**config.mk**
```make
export PLATFORM = sky130hd
export DESIGN_NAME = dual_mode_seq
export DESIGN_NICKNAME = d
export VERILOG_FILES = /design/src/rtl/dual_mode_seq_pkg.sv /design/src/rtl/seq_step_timer.sv /design/src/rtl/bus_clk_gen.sv /design/src/rtl/dual_mode_seq.sv
export SDC_FILE = /design/constraint.sdc
export NUM_CORES = 1
export LEC_CHECK = 0
export BUFFER_PORTS_ARGS = -buffer_cell sky130_fd_sc_hd__buf_2
export CAP_MARGIN = 20
export CORE_ASPECT_RATIO = 1.25
export CORE_UTILIZATION = 49
export DETAILED_ROUTE_END_ITERATION = 8
export HOLD_SLACK_MARGIN = 0.02
export PLACE_DENSITY = 0.75
export REMOVE_ABC_BUFFERS = 1
export SLEW_MARGIN = 20
export SYNTH_ARGS = -nofsm -noshare
export SYNTH_HDL_FRONTEND = slang
export SYNTH_SLANG_ARGS = --single-unit
```
**constraint.sdc**
```tcl
create_clock -name clk -period 2.1 [get_ports clk]
set_clock_uncertainty 0.2 [all_clocks]
set_input_delay 0.315 -clock clk [delete_from_list [all_inputs] [get_ports clk]]
set_output_delay 0.315 -clock clk [all_outputs]
set_load 0.02 [all_outputs]
```
**src/rtl/dual_mode_seq_pkg.sv**
```systemverilog
package dual_mode_seq_pkg;

    typedef enum logic [2:0] {
        ST_NORMAL      = 3'd0,
        ST_ENTER_SLEEP = 3'd1,
        ST_CLK_STOPPED = 3'd2,
        ST_WAIT_VR     = 3'd3,
        ST_CLK_RESTART = 3'd4,
        ST_EXIT_SLEEP  = 3'd5,
        ST_DONE        = 3'd6
    } seq_state_e;

endpackage

```
**src/rtl/seq_step_timer.sv**
```systemverilog
module seq_step_timer #(
    parameter int STEP_CYCLES = 16,
    parameter int VR_TIMEOUT  = 1024
) (
    input  logic clk,
    input  logic rst_n,
    input  logic clr,
    output logic step_done,
    output logic tmo_done
);
    localparam int CW = $clog2(VR_TIMEOUT + 1);
    localparam logic [CW-1:0] STEP_LAST = CW'(STEP_CYCLES - 1);
    localparam logic [CW-1:0] TMO_LAST  = CW'(VR_TIMEOUT - 1);

    logic [CW-1:0] cnt_d, cnt_q;

    always_comb begin
        if (clr) begin
            cnt_d = '0;
        end else if (cnt_q == TMO_LAST) begin
            cnt_d = cnt_q;
        end else begin
            cnt_d = cnt_q + 1'b1;
        end
    end

    always_ff @(posedge clk or negedge rst_n) begin
        if (!rst_n) begin
            cnt_q <= '0;
        end else begin
            cnt_q <= cnt_d;
        end
    end

    assign step_done = (cnt_q >= STEP_LAST);
    assign tmo_done  = (cnt_q == TMO_LAST);
endmodule

```
**src/rtl/bus_clk_gen.sv**
```systemverilog
module bus_clk_gen (
    input  logic clk,
    input  logic rst_n,
    input  logic en,
    output logic bclk_p,
    output logic bclk_n
);
    logic p_d, p_q;

    always_comb begin
        p_d = en ? ~p_q : 1'b0;
    end

    always_ff @(posedge clk or negedge rst_n) begin
        if (!rst_n) begin
            p_q <= 1'b0;
        end else begin
            p_q <= p_d;
        end
    end

    assign bclk_p = p_q;
    assign bclk_n = ~p_q;
endmodule

```
**src/rtl/dual_mode_seq.sv**
```systemverilog
module dual_mode_seq
    import dual_mode_seq_pkg::*;
#(
    parameter int VID_W       = 5,
    parameter int BUS_W       = 8,
    parameter int STEP_CYCLES = 16,
    parameter int VR_TIMEOUT  = 1024
) (
    input  logic             clk,
    input  logic             rst_n,
    input  logic             req_valid,
    input  logic             req_perf,
    input  logic             deeper_en,
    input  logic [VID_W-1:0] vid_in,
    input  logic             vr_pgood,
    input  logic [BUS_W-1:0] bus_in,
    output logic             mode_sel_n,
    output logic             sleep_req_n,
    output logic             bclk_en,
    output logic             bclk_p,
    output logic             bclk_n,
    output logic [VID_W-1:0] vr_vid,
    output logic             vr_lowv_req,
    output logic [BUS_W-1:0] bus_out,
    output logic             busy,
    output logic             err,
    output logic             mode_perf
);
    typedef struct packed {
        seq_state_e       state;
        logic             target;
        logic             mode;
        logic             sel_n;
        logic             sleep_n;
        logic             clk_en;
        logic             lowv;
        logic             deeper;
        logic             busy;
        logic             err;
        logic             fail;
        logic [VID_W-1:0] vid_old;
        logic [VID_W-1:0] vid_fwd;
        logic [BUS_W-1:0] bus;
    } seq_regs_t;

    seq_regs_t cur_q, nxt_d;
    logic      tmr_clr, step_done, tmo_done;

    seq_step_timer #(
        .STEP_CYCLES (STEP_CYCLES),
        .VR_TIMEOUT  (VR_TIMEOUT)
    ) u_timer (
        .clk       (clk),
        .rst_n     (rst_n),
        .clr       (tmr_clr),
        .step_done (step_done),
        .tmo_done  (tmo_done)
    );

    bus_clk_gen u_bclk (
        .clk    (clk),
        .rst_n  (rst_n),
        .en     (cur_q.clk_en),
        .bclk_p (bclk_p),
        .bclk_n (bclk_n)
    );

    always_comb begin
        nxt_d         = cur_q;
        nxt_d.vid_fwd = vid_in;
        if (!cur_q.busy) begin
            nxt_d.bus = bus_in;
        end
        unique case (cur_q.state)
            ST_NORMAL: begin
                if (req_valid) begin
                    nxt_d.target = req_perf;
                    if (req_perf == cur_q.mode) begin
                        nxt_d.state = ST_DONE;
                    end else begin
                        nxt_d.sel_n   = ~req_perf;
                        nxt_d.deeper  = deeper_en;
                        nxt_d.vid_old = vid_in;
                        nxt_d.err     = 1'b0;
                        nxt_d.fail    = 1'b0;
                        nxt_d.state   = ST_ENTER_SLEEP;
                    end
                end
            end
            ST_ENTER_SLEEP: begin
                if (step_done) begin
                    nxt_d.sleep_n = 1'b0;
                    nxt_d.busy    = 1'b1;
                    nxt_d.lowv    = cur_q.deeper;
                    nxt_d.state   = ST_CLK_STOPPED;
                end
            end
            ST_CLK_STOPPED: begin
                if (step_done) begin
                    nxt_d.clk_en = 1'b0;
                    nxt_d.state  = ST_WAIT_VR;
                end
            end
            ST_WAIT_VR: begin
                if (step_done && vr_pgood && (vid_in != cur_q.vid_old)) begin
                    nxt_d.clk_en = 1'b1;
                    nxt_d.state  = ST_CLK_RESTART;
                end else if (tmo_done) begin
                    nxt_d.clk_en = 1'b1;
                    nxt_d.sel_n  = ~cur_q.mode;
                    nxt_d.err    = 1'b1;
                    nxt_d.fail   = 1'b1;
                    nxt_d.state  = ST_CLK_RESTART;
                end
            end
            ST_CLK_RESTART: begin
                if (step_done) begin
                    nxt_d.sleep_n = 1'b1;
                    nxt_d.lowv    = 1'b0;
                    nxt_d.state   = ST_EXIT_SLEEP;
                end
            end
            ST_EXIT_SLEEP: begin
                if (step_done) begin
                    nxt_d.busy  = 1'b0;
                    nxt_d.state = cur_q.fail ? ST_NORMAL : ST_DONE;
                end
            end
            ST_DONE: begin
                nxt_d.mode  = cur_q.target;
                nxt_d.state = ST_NORMAL;
            end
            default: nxt_d.state = ST_NORMAL;
        endcase
        tmr_clr = (nxt_d.state != cur_q.state);
    end

    always_ff @(posedge clk or negedge rst_n) begin
        if (!rst_n) begin
            cur_q         <= '0;
            cur_q.state   <= ST_NORMAL;
            cur_q.sel_n   <= 1'b1;
            cur_q.sleep_n <= 1'b1;
            cur_q.clk_en  <= 1'b1;
        end else begin
            cur_q <= nxt_d;
        end
    end

    assign mode_sel_n  = cur_q.sel_n;
    assign sleep_req_n = cur_q.sleep_n;
    assign bclk_en     = cur_q.clk_en;
    assign vr_vid      = cur_q.vid_fwd;
    assign vr_lowv_req = cur_q.lowv;
    assign bus_out     = cur_q.bus;
    assign busy        = cur_q.busy;
    assign err         = cur_q.err;
    assign mode_perf   = cur_q.mode;
endmodule

```
; ---- After elaboration in Yosys (flattened, before gate mapping)
; Index checks and enable logic that the tools add are counted.
[word_totals]
in_bits = 19
register_bits = 43
output_inout_bits = 22
[op_classes]
n_lt_le_gt_ge = 1
add_sub_neg = 1
muxes = 32
eq_ne = 20
reduce_logical = 13
n_bitwise = 4
[ops]
columns = cell, count
row1 = two-way mux 3 bit, 8
row2 = two-way mux 11 bit, 2
row3 = inequality test 2 bit (second input constant), 9
row4 = case mux 3 bit (6 select lines), 1
row5 = two-way mux 7 bit, 2
row6 = AND reduction 3 bit, 4
row7 = adder 11 x 1 -> 11 bit (second input constant), 1
row8 = == test 11 x 10 -> 1 bit (second input constant), 1
row9 = greater-or-equal comparator 11 x 4 -> 1 bit (second input constant), 1
row10 = two-way mux 1 bit, 10
row11 = case mux 1 bit (2 select lines), 5
row12 = == test 3 bit (second input constant), 3
row13 = nonzero test 2 bit, 4
row14 = == test 3 x 2 -> 1 bit (second input constant), 2
row15 = inequality test 5 bit, 1
row16 = AND reduction 5 bit, 1
row17 = two-way mux 2 bit, 2
row18 = two-way mux 4 bit, 1
row19 = inverter 1 bit, 4
row20 = case mux 2 bit (2 select lines), 1
row21 = == test 3 x 1 -> 1 bit (second input constant), 1
row22 = logical NOT 3 bit, 1
row23 = inequality test 3 bit, 1
row24 = inequality test 3 bit (second input constant), 1
row25 = other kinds (3), 4

; ---- Longest topological paths before layout
[logic_depth]
depth_word = 7
mapped_depth = 8
depth_no_buf = 6

; ---- Hierarchy
; From an unflattened synthesis, not the netlist that was laid out.
[hier_totals]
cells_unflattened = 184
hier_area_um2 = 2127.0
[modules_own_cells]
columns = mod, area_each_um2, cells_per_inst, instances
row1 = dual_mode_seq, 1487.7, 123, 1
row2 = seq_step_timer, 604.3, 58, 1
row3 = bus_clk_gen, 35.0, 3, 1

; ---- Worst setup path after synthesis
; OpenSTA, ideal clock, no wires.
[synth_timing]
path_kind = register to register
start = register u_timer.cnt_q[0]
end = register u_timer.cnt_q[10]
path_buffers = 1
arrival_ps = 1773
stages_incl_launch_ff = 7
setup_slack_ps = 2
t_required_ps = 1775
setup_ps = 125
path_cell_list = dfrtp_1 -> ha_1 -> nand3_2 -> or4_4 -> o311ai_2 -> buf_6 -> nor3_1
[synth_via]
elab_chain_len = 7
word_cells_on_any_way = 16
cone_classes = 1 x add/sub / 1 x order compare / 3 x eq/ne / 9 x mux / 2 x reduce/logical
[synth_lines]
columns = item, line
row1 = start: declaration, seq_step_timer.sv:15  ; logic [CW-1:0] cnt_d, cnt_q;
row2 = start signal: assignment, seq_step_timer.sv:31  ; cnt_q <= cnt_d;
row3 = greater-or-equal comparator 11 x 4 -> 1 bit, seq_step_timer.sv:35  ; assign step_done = (cnt_q >= STEP_LAST);
row4 = logical AND 1 bit (2 in a row), dual_mode_seq.sv:105  ; if (step_done && vr_pgood && (vid_in != cur_q.vid_old)) begin
row5 = two-way mux 3 bit, dual_mode_seq.sv:105
row6 = case mux 3 bit (6 select lines), dual_mode_seq.sv:74  ; unique case (cur_q.state)
row7 = inequality test 3 bit, dual_mode_seq.sv:135  ; tmr_clr = (nxt_d.state != cur_q.state);
row8 = inequality test 2 bit (no line) or two-way mux 11 bit (tied branches), n/a
; Parallel ways exist; a longest one is shown, timed or not. The select of a mux whose other input is x is not followed.
; A chain may end at the register's enable or synchronous reset.

; ---- Worst setup path after layout
[layout_timing]
start = register u_timer.cnt_q[1]
end = register u_timer.cnt_q[2]
; Same word-level chain as after synthesis.

==> run metrics <==
outcome=finished clean; HP Class=input port to flop; CP Cell Sequence=ha_2 -> nand3_2 -> or4_4 -> o311ai_4 -> buf_4 -> nor3_1; CP max-delay cell=or4_4; Max Cap Viol=0; gr ovfl total=0; Final Hold Vio Count=0; Fmax=477 MHz; commonest cells after routing, fill and taps aside=40 x buf_2, 39 x dfrtp_1, 25 x buf_4; Post-Syn Area per Cell=10.9 um^2; initial antenna violation count=0; pre-CTS setup slack=-308 ps; I/O pins=41; CTS buffer count=5; CP required=2050 ps; Logic pwr share=46.8%; commonest non-fill, non-tap cell in the layout=buf_2; CP startpoint=u_timer.cnt_q[1]$_DFFE_PN0P_; initial DRC count=57; nets=271; n_diodes=0; unrepaired setup endpoints after global routing=yes; Gate Count Post-Synth=193; clock slew at reported path FFs=80 ps; VDD IR max=0.673 mV; Post-route DRC=0; number of I/O port buffers=40; Worst Max-Slew Pin Slew=516 ps; hold path start=bus_in[4]; core area=4100 um^2; CTS tree=done; final worst hold slack=61.7 ps; Crit Reg-Reg Startpoint=u_timer.cnt_q[1]$_DFFE_PN0P_; CP Buf/Inv Count=1; Die Footprint=4540 um^2; Clock Latency Late Sink=280 ps; Final period util=99.8%; initial core utilization=51.1%; Core Util, Final=64.3%; crit-path leading delay family=simple AND/OR/NAND/NOR gates; CP Capture Type=flop; Via Count=1633; first-pass GRT wire length=6430 um; Area Growth Syn to Fin=25.8%; clock tree buffer depth=2; post-synthesis register bit count=42; Psw=1.24 mW; library cells used by synthesis=44; Slew Limit Fails=0; Post-synth EDFFs=0; gr usage total=19.0%; Critical Path Max Stage Delay=560 ps; Placer Congestion=0.850; Final ANT Viol Nets=0; Max H-tree Level=2; relative slew slack=65.6%; Pwr per Cell Area=1250 nW/um^2; CP Max Fanout=4; vias in the first global route=1478; Reg power frac=37.5%; commonest register cell after synthesis=dfrtp_1; Cell Area, Synth=2090 um^2; number of cell rows=26; synth warn=0; Post-synth ARST share=100%; Setup CP Type=flop to flop; Die Span Y=75.1 um; CP Launch Type=flop; clock group share of total power=15.8%; detailed-route wire length=4250 um; final setup margin=3.67 ps; layout cells sized above 1=41.3%; Detailed Routing Iterations Pass 1=4; final setup vio count=0; root buf cell=clkbuf_8; sw frac=37.9%; Chip Width=60.5 um; Arr. time, crit path=2050 ps; Vias/cell=5.30; TNS Setup=0 ps; Final min period=2100 ps; pin count of the biggest net entering global routing=23; Internal Power=2.04 mW; Sink Count=42; DR WL/cell=13.8 um; DP Wirelength=2920 um; register area share after synthesis=50.4%; leakage power=1.22 nW
-- metal layers --
| layer | GRT usage (%) | up-vias | routed length, um |
|---|---|---|---|
| met5 | 0 | - | 0 |
| met4 | 6.06 | 0 | 58 |
| met3 | 5.50 | 6 | 227 |
| met2 | 30.3 | 61 | 2130 |
| met1 | 25.1 | 777 | 1830 |
| li1 | - | 789 | - |
-- power by group through the flow --
| stage | sequential [mW] | combinational, mW | clock (mW) |
|---|---|---|---|
| 2_1_floorplan | 1.39 | 0.705 | 0 |
| 3_5_place_dp | 1.25 | 1.36 | 0 |
| 3_3_place_gp | 1.23 | 1.33 | 0 |
| 5_1_grt | 1.26 | 1.68 | 0.573 |
| 4_1_cts | 1.23 | 1.47 | 0.533 |
| 6_report | 1.23 | 1.54 | 0.518 |
-- repair_timing --
action	in CTS	in global routing
pin swaps	2	5
gates cloned	0	0
hold buffers	6	0
setup buffers	3	3
hold endpoints to repair	26	0
setup endpoints to repair	11	16
gates resized for setup	2	8
-- cells by family after synthesis --
logic type,share of synthesized area (%)
adder cells (fa/ha/maj),0.597
flip-flops,50.4
AND/OR/NAND/NOR,14.9
buffers and inverters,7.77
AO/OA/AOI/OAI,11.0
XOR/XNOR,6.27
multiplexers,9.08
-- final cells by class --
type | count | area, um^2
fillers | 347 | 1460
flip-flops and latches | 42 | 1050
multi-input cells | 125 | 917
repair buffers | 74 | 490
clock buffers | 7 | 86.3
well taps | 56 | 70.1
inverters | 3 | 11.3
clock inverters | 1 | 5.00
-- per-stage QoR --
step | total power, mW | cell area [um^2] | cells
after global placement | 2.56 | 2390 | 288
after global routing | 3.52 | 2640 | 308
after detailed placement | 2.61 | 2390 | 288
after floorplan | 2.09 | 1940 | 170
final | 3.29 | 2640 | 308
after CTS | 3.23 | 2580 | 305
-- flip-flops by register name (all words and copies together), names as in the netlist, 5 cells and up --
name           cells
u_timer.cnt_q     11
bus_out            8
vr_vid             5
cur_q             10
-- cell usage after synthesis, types with 2 or more instances --
cell type  instances  share of area [%]
inv_1              3               0.54
nand2_1           15                2.7
nor2_1             8                1.4
nor3_1            13                3.1
o21ai_0            7                1.7
nand2b_1           2               0.60
nand3_1            4               0.96
xor2_1             4                1.7
dfrtp_1           39                 47
dfstp_2            3                3.8
xnor2_1           11                4.6
a21oi_1            9                2.2
clkbuf_1           4               0.72
nor4_1             3               0.90
nand4_1            3               0.90
o211ai_1           2               0.72
buf_2              4               0.96
a31oi_1            2               0.60
buf_4             14                5.0
a21boi_0           2               0.72
and3_1             3               0.90
mux2_2            16                8.6
-- final timing paths --
kind,slack [ps],cells after the start,endpoint
max in group asynchronous,790,3,mode_sel_n$_DFFE_PN1P_
worst min-delay path,60,2,bus_out[4]$_DFFE_PN0N_
min in group asynchronous,340,2,bus_out[1]$_DFFE_PN0N_
worst max register to register,4,6,u_timer.cnt_q[2]$_DFFE_PN0P_
worst min register to register,250,1,u_bclk.bclk_p$_DFF_PN0_
worst max-delay path,4,6,u_timer.cnt_q[2]$_DFFE_PN0P_
(Power assumes the default switching activity.)
